`src/rtl/xvc_pkg.sv`:
```
// Package: shared helpers for the express launch gate.
// Assumes hop length 1 is the normal channel and 2..LMAX are express lengths.
package xvc_pkg;
    // Credit depth of the bin for a given hop length; shorter hops get more buffers.
    function automatic int bin_depth(input int hop, input int lmax, input int base);
        return base + lmax - hop;
    endfunction
endpackage

```
`src/rtl/xvc_credit_bin.sv`:
```
// Module: one credit counter for a single hop-length bin.
// Holds DEPTH credits at reset. A return to a full bin is dropped.
// Assumes take is asserted only while has_credit is 1.
module xvc_credit_bin #(
    parameter int DEPTH = 4,
    parameter int CW    = 3
) (
    input  logic          clk,
    input  logic          rst_n,
    input  logic          ret,
    input  logic          take,
    output logic [CW-1:0] cnt,
    output logic          has_credit
);
    localparam logic [CW-1:0] FULL = CW'(DEPTH);

    // Count up on a return, down on a launch, hold when both happen.
    always_ff @(posedge clk) begin
        if (!rst_n) begin
            cnt <= FULL;
        end else begin
            case ({ret, take})
                2'b10: if (cnt != FULL) cnt <= cnt + 1'b1;
                2'b01: cnt <= cnt - 1'b1;
                default: cnt <= cnt;
            endcase
        end
    end

    // A credit is available whenever the count is non-zero.
    always_comb has_credit = (cnt != '0);
endmodule

```
`src/rtl/xvc_block_timer.sv`:
```
// Module: starvation window timer.
// A token blocks express launches in its own cycle and the next P cycles.
// A token during an active window restarts it. Assumes P >= 1.
module xvc_block_timer #(
    parameter int P  = 6,
    parameter int PW = 3
) (
    input  logic clk,
    input  logic rst_n,
    input  logic tok,
    output logic blocked
);
    logic [PW-1:0] remain;

    // Load the window on a token, otherwise count it down to zero.
    always_ff @(posedge clk) begin
        if (!rst_n)              remain <= '0;
        else if (tok)            remain <= PW'(P);
        else if (remain != '0)   remain <= remain - 1'b1;
    end

    // Blocked while cycles remain, or in the cycle the token arrives.
    always_comb blocked = tok || (remain != '0);
endmodule

```
`src/rtl/xvc_pick.sv`:
```
// Module: combinational launch decision.
// Picks an express length, falls back to a normal hop, or grants nothing.
// Assumes has[k] reports a credit for hop length k+1.
module xvc_pick #(
    parameter int LMAX = 4,
    parameter int LW   = 3
) (
    input  logic            req_valid,
    input  logic            alloc_ok,
    input  logic [LW-1:0]   req_len,
    input  logic [LMAX-1:0] has,
    input  logic            blocked,
    output logic            go,
    output logic [LW-1:0]   go_len,
    output logic            go_x,
    output logic [LMAX-1:0] take
);
    logic want_x;
    logic x_has;

    // Is the request an express length, and does its bin hold a credit.
    always_comb begin
        want_x = (req_len >= LW'(2)) && (req_len <= LW'(LMAX));
        x_has  = 1'b0;
        for (int k = 1; k < LMAX; k++) begin
            if (req_len == LW'(k + 1)) x_has = has[k];
        end
    end

    // Express first, normal fallback second, otherwise no launch.
    always_comb begin
        go     = 1'b0;
        go_len = '0;
        go_x   = 1'b0;
        if (req_valid && alloc_ok) begin
            if (want_x && !blocked && x_has) begin
                go     = 1'b1;
                go_len = req_len;
                go_x   = 1'b1;
            end else if (has[0]) begin
                go     = 1'b1;
                go_len = LW'(1);
            end
        end
    end

    // One-hot credit consumption for the granted bin.
    always_comb begin
        for (int k = 0; k < LMAX; k++) begin
            take[k] = go && (go_len == LW'(k + 1));
        end
    end
endmodule

```
`src/rtl/xvc_launch_gate.sv`:
```
// Module: express channel source launch gate (top).
// Holds per-length credit bins, the starvation window and registered outputs.
// Assumes alloc_ok already reflects won VC and switch allocation.
module xvc_launch_gate #(
    parameter  int LMAX       = 4,
    parameter  int BASE_DEPTH = 2,
    parameter  int BLOCK_CYC  = 6,
    localparam int LW         = $clog2(LMAX + 1)
) (
    input  logic            clk,
    input  logic            rst_n,
    input  logic            req_valid,
    input  logic [LW-1:0]   req_len,
    input  logic            alloc_ok,
    input  logic [LMAX-1:0] crd_ret,
    input  logic            starve_tok,
    output logic            grant,
    output logic [LW-1:0]   grant_len,
    output logic            lookahead
);
    localparam int MAXD = BASE_DEPTH + LMAX - 1;
    localparam int CW   = $clog2(MAXD + 1);
    localparam int PW   = $clog2(BLOCK_CYC + 1);

    logic [LMAX-1:0]    has;
    logic [LMAX-1:0]    take;
    logic [LMAX*CW-1:0] cnt_flat;
    logic               blocked;
    logic               go;
    logic               go_x;
    logic [LW-1:0]      go_len;

    // One credit bin per hop length, depth shrinking with length.
    for (genvar k = 0; k < LMAX; k++) begin : g_bin
        xvc_credit_bin #(
            .DEPTH (xvc_pkg::bin_depth(k + 1, LMAX, BASE_DEPTH)),
            .CW    (CW)
        ) u_bin (
            .clk        (clk),
            .rst_n      (rst_n),
            .ret        (crd_ret[k]),
            .take       (take[k]),
            .cnt        (cnt_flat[k*CW +: CW]),
            .has_credit (has[k])
        );
    end

    xvc_block_timer #(.P(BLOCK_CYC), .PW(PW)) u_timer (
        .clk     (clk),
        .rst_n   (rst_n),
        .tok     (starve_tok),
        .blocked (blocked)
    );

    xvc_pick #(.LMAX(LMAX), .LW(LW)) u_pick (
        .req_valid (req_valid),
        .alloc_ok  (alloc_ok),
        .req_len   (req_len),
        .has       (has),
        .blocked   (blocked),
        .go        (go),
        .go_len    (go_len),
        .go_x      (go_x),
        .take      (take)
    );

    // Register the decision so outputs leave from flops.
    always_ff @(posedge clk) begin
        if (!rst_n) begin
            grant     <= 1'b0;
            grant_len <= '0;
            lookahead <= 1'b0;
        end else begin
            grant     <= go;
            grant_len <= go_len;
            lookahead <= go_x;
        end
    end
endmodule

```
`config.mk`:
```
export PLATFORM = sky130hd
export DESIGN_NAME = xvc_launch_gate
export DESIGN_NICKNAME = d
export VERILOG_FILES = /design/src/rtl/xvc_pkg.sv /design/src/rtl/xvc_credit_bin.sv /design/src/rtl/xvc_block_timer.sv /design/src/rtl/xvc_pick.sv /design/src/rtl/xvc_launch_gate.sv
export SDC_FILE = /design/constraint.sdc
export NUM_CORES = 1
export LEC_CHECK = 0
export BUFFER_PORTS_ARGS = -buffer_cell sky130_fd_sc_hd__buf_4
export CAP_MARGIN = 20
export CORE_ASPECT_RATIO = 1.75
export CORE_MARGIN = 10
export CORE_UTILIZATION = 30
export CTS_CLUSTER_SIZE = 20
export DETAILED_ROUTE_END_ITERATION = 16
export GPL_TIMING_DRIVEN = 1
export HOLD_SLACK_MARGIN = 0.02
export PLACE_DENSITY = 0.54
export SYNTH_ARGS = -nofsm -noshare
export SYNTH_HDL_FRONTEND = slang
export SYNTH_HIERARCHICAL = 1
export SYNTH_SLANG_ARGS = --single-unit
```
`constraint.sdc`:
```
create_clock -name clk -period 3.7 [get_ports clk]
set_input_delay 0.555 -clock clk [delete_from_list [all_inputs] [get_ports clk]]
set_output_delay 0.555 -clock clk [all_outputs]
set_load 0.01 [all_outputs]
```
==> flow_metrics.env <==
export IMPL_status="finished, final reports clean"
export IMPL_p_switching_mw=0.122
export IMPL_cts_setup_buffers=0
export IMPL_synth_largest_area_cell="dfxtp_1"
export IMPL_cts_root_buf="clkbuf_8"
export IMPL_netlist_instances=163
export IMPL_drt_total_wl_um=2920
export IMPL_clk_latency_ns=0.26
export IMPL_place_area_sq_mm=0.00157
export IMPL_worstMarginPinSlew_ns=0.272
export IMPL_portBuffers=16
export IMPL_setup_viol_count_final=0
export IMPL_grtUsageTotal_pct=7.75
export IMPL_async_flop_share_pct=0
export IMPL_fin_skew_ns=0.00436
export IMPL_cp_slowest_cell="or3b_1"
export IMPL_rr_startpoint="u_timer/remain[0]"
export IMPL_path_cells="or2_2 -> inv_1 -> ha_1 -> or2b_1 -> a211oi_2 -> and3_4 -> and2b_1 -> or2b_1 -> fa_1 -> or3b_1 -> o32ai_1 -> a41oi_1"
export IMPL_crit_buf_inv=1
export IMPL_crit_type="reg2reg"
export IMPL_startpoint_type="flop"
export IMPL_finalInstanceArea_sq_mm=0.00163
export IMPL_worstSetupEndpointType="flop"
export IMPL_internal_power_mw=0.361
export IMPL_cp_arrival_ns=3.32
export IMPL_seq_power_share_pct=48.2
export IMPL_start_util_pct=30.5
export IMPL_die_area_sq_mm=0.00795
export IMPL_critPathMaxFanout=5
export IMPL_hold_buffers=0
export IMPL_clock_sinks=20
export IMPL_synth_cell_area_sq_mm=0.00141
export IMPL_max_vdd_ir_drop_v=0.000168
export IMPL_dpl_hpwl_um=2260
export IMPL_cpPeakStageDelay_ns=0.40
export IMPL_io_pins=17
export IMPL_min_path_type="in2reg"
export IMPL_drv_slew=0
export IMPL_antenna_found_initial=0
export IMPL_fin_cells=234
export IMPL_fin_crit_ns=3.19
export IMPL_core_sq_mm=0.00462
export IMPL_comb_power_share_pct=17.8
export IMPL_finalHoldViolCount=0
export IMPL_viasPerCell=5.12
export IMPL_fillers=505
export IMPL_final_cell_mix="dfxtp_1 (20), inv_1 (19), buf_4 (19), nand2_1 (12), nor2_1 (7)"
export IMPL_grt_max_degree=28
export IMPL_timing_final_crit_share_pct=86.1
export IMPL_multi_input_area_sq_um=890
export IMPL_pwr_density_cell_mw_per_mm2=296
export IMPL_synth_top_cell_area_share_pct=28.4
export IMPL_dp_cells=230
export IMPL_min_from="starve_tok"
export IMPL_required_ns=3.83
export IMPL_path_delay_family="simple AND/OR/NAND/NOR gates"
export IMPL_nets=201
export IMPL_cp_startpoint="u_timer/remain[0]"
export IMPL_switching_share_pct=25.2
export IMPL_die_width_um=71.8
export IMPL_hold_slack_ns=0.490
export IMPL_synthFlopType="dfxtp_1"
export IMPL_drt_iter0_drc=39
export IMPL_cts_tree="built"
export IMPL_avgSynthCellArea_sq_um=8.65
export IMPL_yosysUniqueCellTypes=55
export IMPL_seq_area_frac_synth_pct=28.4
export IMPL_drc=0
export IMPL_final_common_cell="dfxtp_1"
export IMPL_dr_pass1_iters=3
export IMPL_numCtsBuffers=3
export IMPL_worst_slack_ns=0.513
export IMPL_slew_headroom_pct=81.8
export IMPL_clock_path_buffers=2
export IMPL_synth_seq_cells=20
export IMPL_vias=1197
export IMPL_ys_top_cells_by_area="dfxtp_1 (28%), inv_1 (5.1%), ha_1 (3.5%), buf_6 (3.2%), nand2_1 (3.2%)"
export IMPL_synth_edf_count=0
export IMPL_rsz0062_at_grt="false"
export IMPL_die_y_um=111
export IMPL_post_place_ws_ns=0.518
export IMPL_h_tree_depth=1
export IMPL_wl_per_cell_um=12.5
export IMPL_grt_overflow_total=0
export IMPL_grt_pass1_wl_um=5320
export IMPL_post_cts_resized=0
export IMPL_clk_pin_slew_ns=0.07
export IMPL_yosys_warnings=6
export IMPL_antennaDiodeCount=0
export IMPL_gp_congestion=0.743
export IMPL_synthesis_nets=181
export IMPL_drive_gt1_share_pct=19.8
export IMPL_path_common_cell="or2b_1"
export IMPL_ant_nets=0
export IMPL_pwr_share_clk_pct=34.0
export IMPL_fin_setup_tns_ns=0
export IMPL_rows=33
export IMPL_grt_pass1_vias=1227
export IMPL_leakagePower_nw=0.684
export IMPL_area_growth_syn_to_layout_pct=15.4
export IMPL_drv_cap=0
export IMPL_seqCellArea_sq_um=400
export IMPL_max_clock_freq_ghz=0.314
-- worst register-to-register path, delay by kind of cell (launching register included) --
kind / cells / cell delay, ns
AO/OA/AOI/OAI: 3 / 0.43
adder cells (fa/ha/maj): 2 / 0.62
buffers and inverters: 1 / 0.06
flip-flops: 1 / 0.34
AND/OR/NAND/NOR: 6 / 1.61
-- flip-flops by register name (all words and copies together) (netlist names) --
signal	cells
g_bin.u_bin/cnt	12
lookahead	1
u_timer/remain	3
grant	1
grant_len	3
-- cell usage after synthesis, types with 4 or more instances --
cell type,instances
and2_1,6
buf_6,4
dfxtp_1,20
ha_1,4
inv_1,19
nand2_1,12
nand3_1,4
nor2_1,7
nor2b_1,5
nor3b_1,4
o21a_1,5
o21ai_0,4
xnor2_1,4
-- kinds of logic after synthesis --
family | synth area share [%]
simple gates | 27.6
flops | 28.4
fa+ha+maj | 6.39
buf+inv | 8.52
compound gates | 22.9
xor+xnor | 3.73
mux | 2.48
-- final cells by class --
cell class                 instances  area share [%]
multi-input combinational        119            54.7
clock buffer                       4            3.38
timing repair buffer              19            8.76
tap                               52            4.00
sequential                        20            24.6
inverter                          20            4.61
-- final timing paths --
check / to / slack [ns] / depth (start not counted)
max: g_bin[1].u_bin/cnt[2] / 0.51 / 12
min: u_timer/remain[0] / 0.49 / 2
max reg2reg: g_bin[1].u_bin/cnt[2] / 0.51 / 12
min reg2reg: g_bin[3].u_bin/cnt[2] / 0.55 / 2
-- metal layers --
metal	vias to the layer above	global-route usage [%]	wire, um
met1	558	8.28	1260
met3	2	1.61	142
met5	-	0	0
met4	0	4.41	48
li1	619	-	-
met2	18	13.4	1470
-- power groups by stage --
| stage | Combinational, mW | Sequential [mW] | Clock, mW |
|---|---|---|---|
| after CTS | 0.0873 | 0.233 | 0.175 |
| after floorplan | 0.0601 | 0.236 | 0 |
| after global placement | 0.0865 | 0.238 | 0 |
| final | 0.0857 | 0.233 | 0.164 |
| after global routing | 0.0979 | 0.234 | 0.180 |
| after detailed placement | 0.0868 | 0.238 | 0 |
-- stage by stage --
| step | total power [mW] | util (%) |
|---|---|---|
| 2_1_floorplan | 0.296 | - |
| 3_3_place_gp | 0.324 | 34.0 |
| 3_5_place_dp | 0.324 | 34.0 |
| 4_1_cts | 0.495 | 35.2 |
| 5_1_grt | 0.512 | 35.2 |
| 6_report | 0.483 | 35.2 |
No activity file was read; power rests on OpenSTA's default activity.
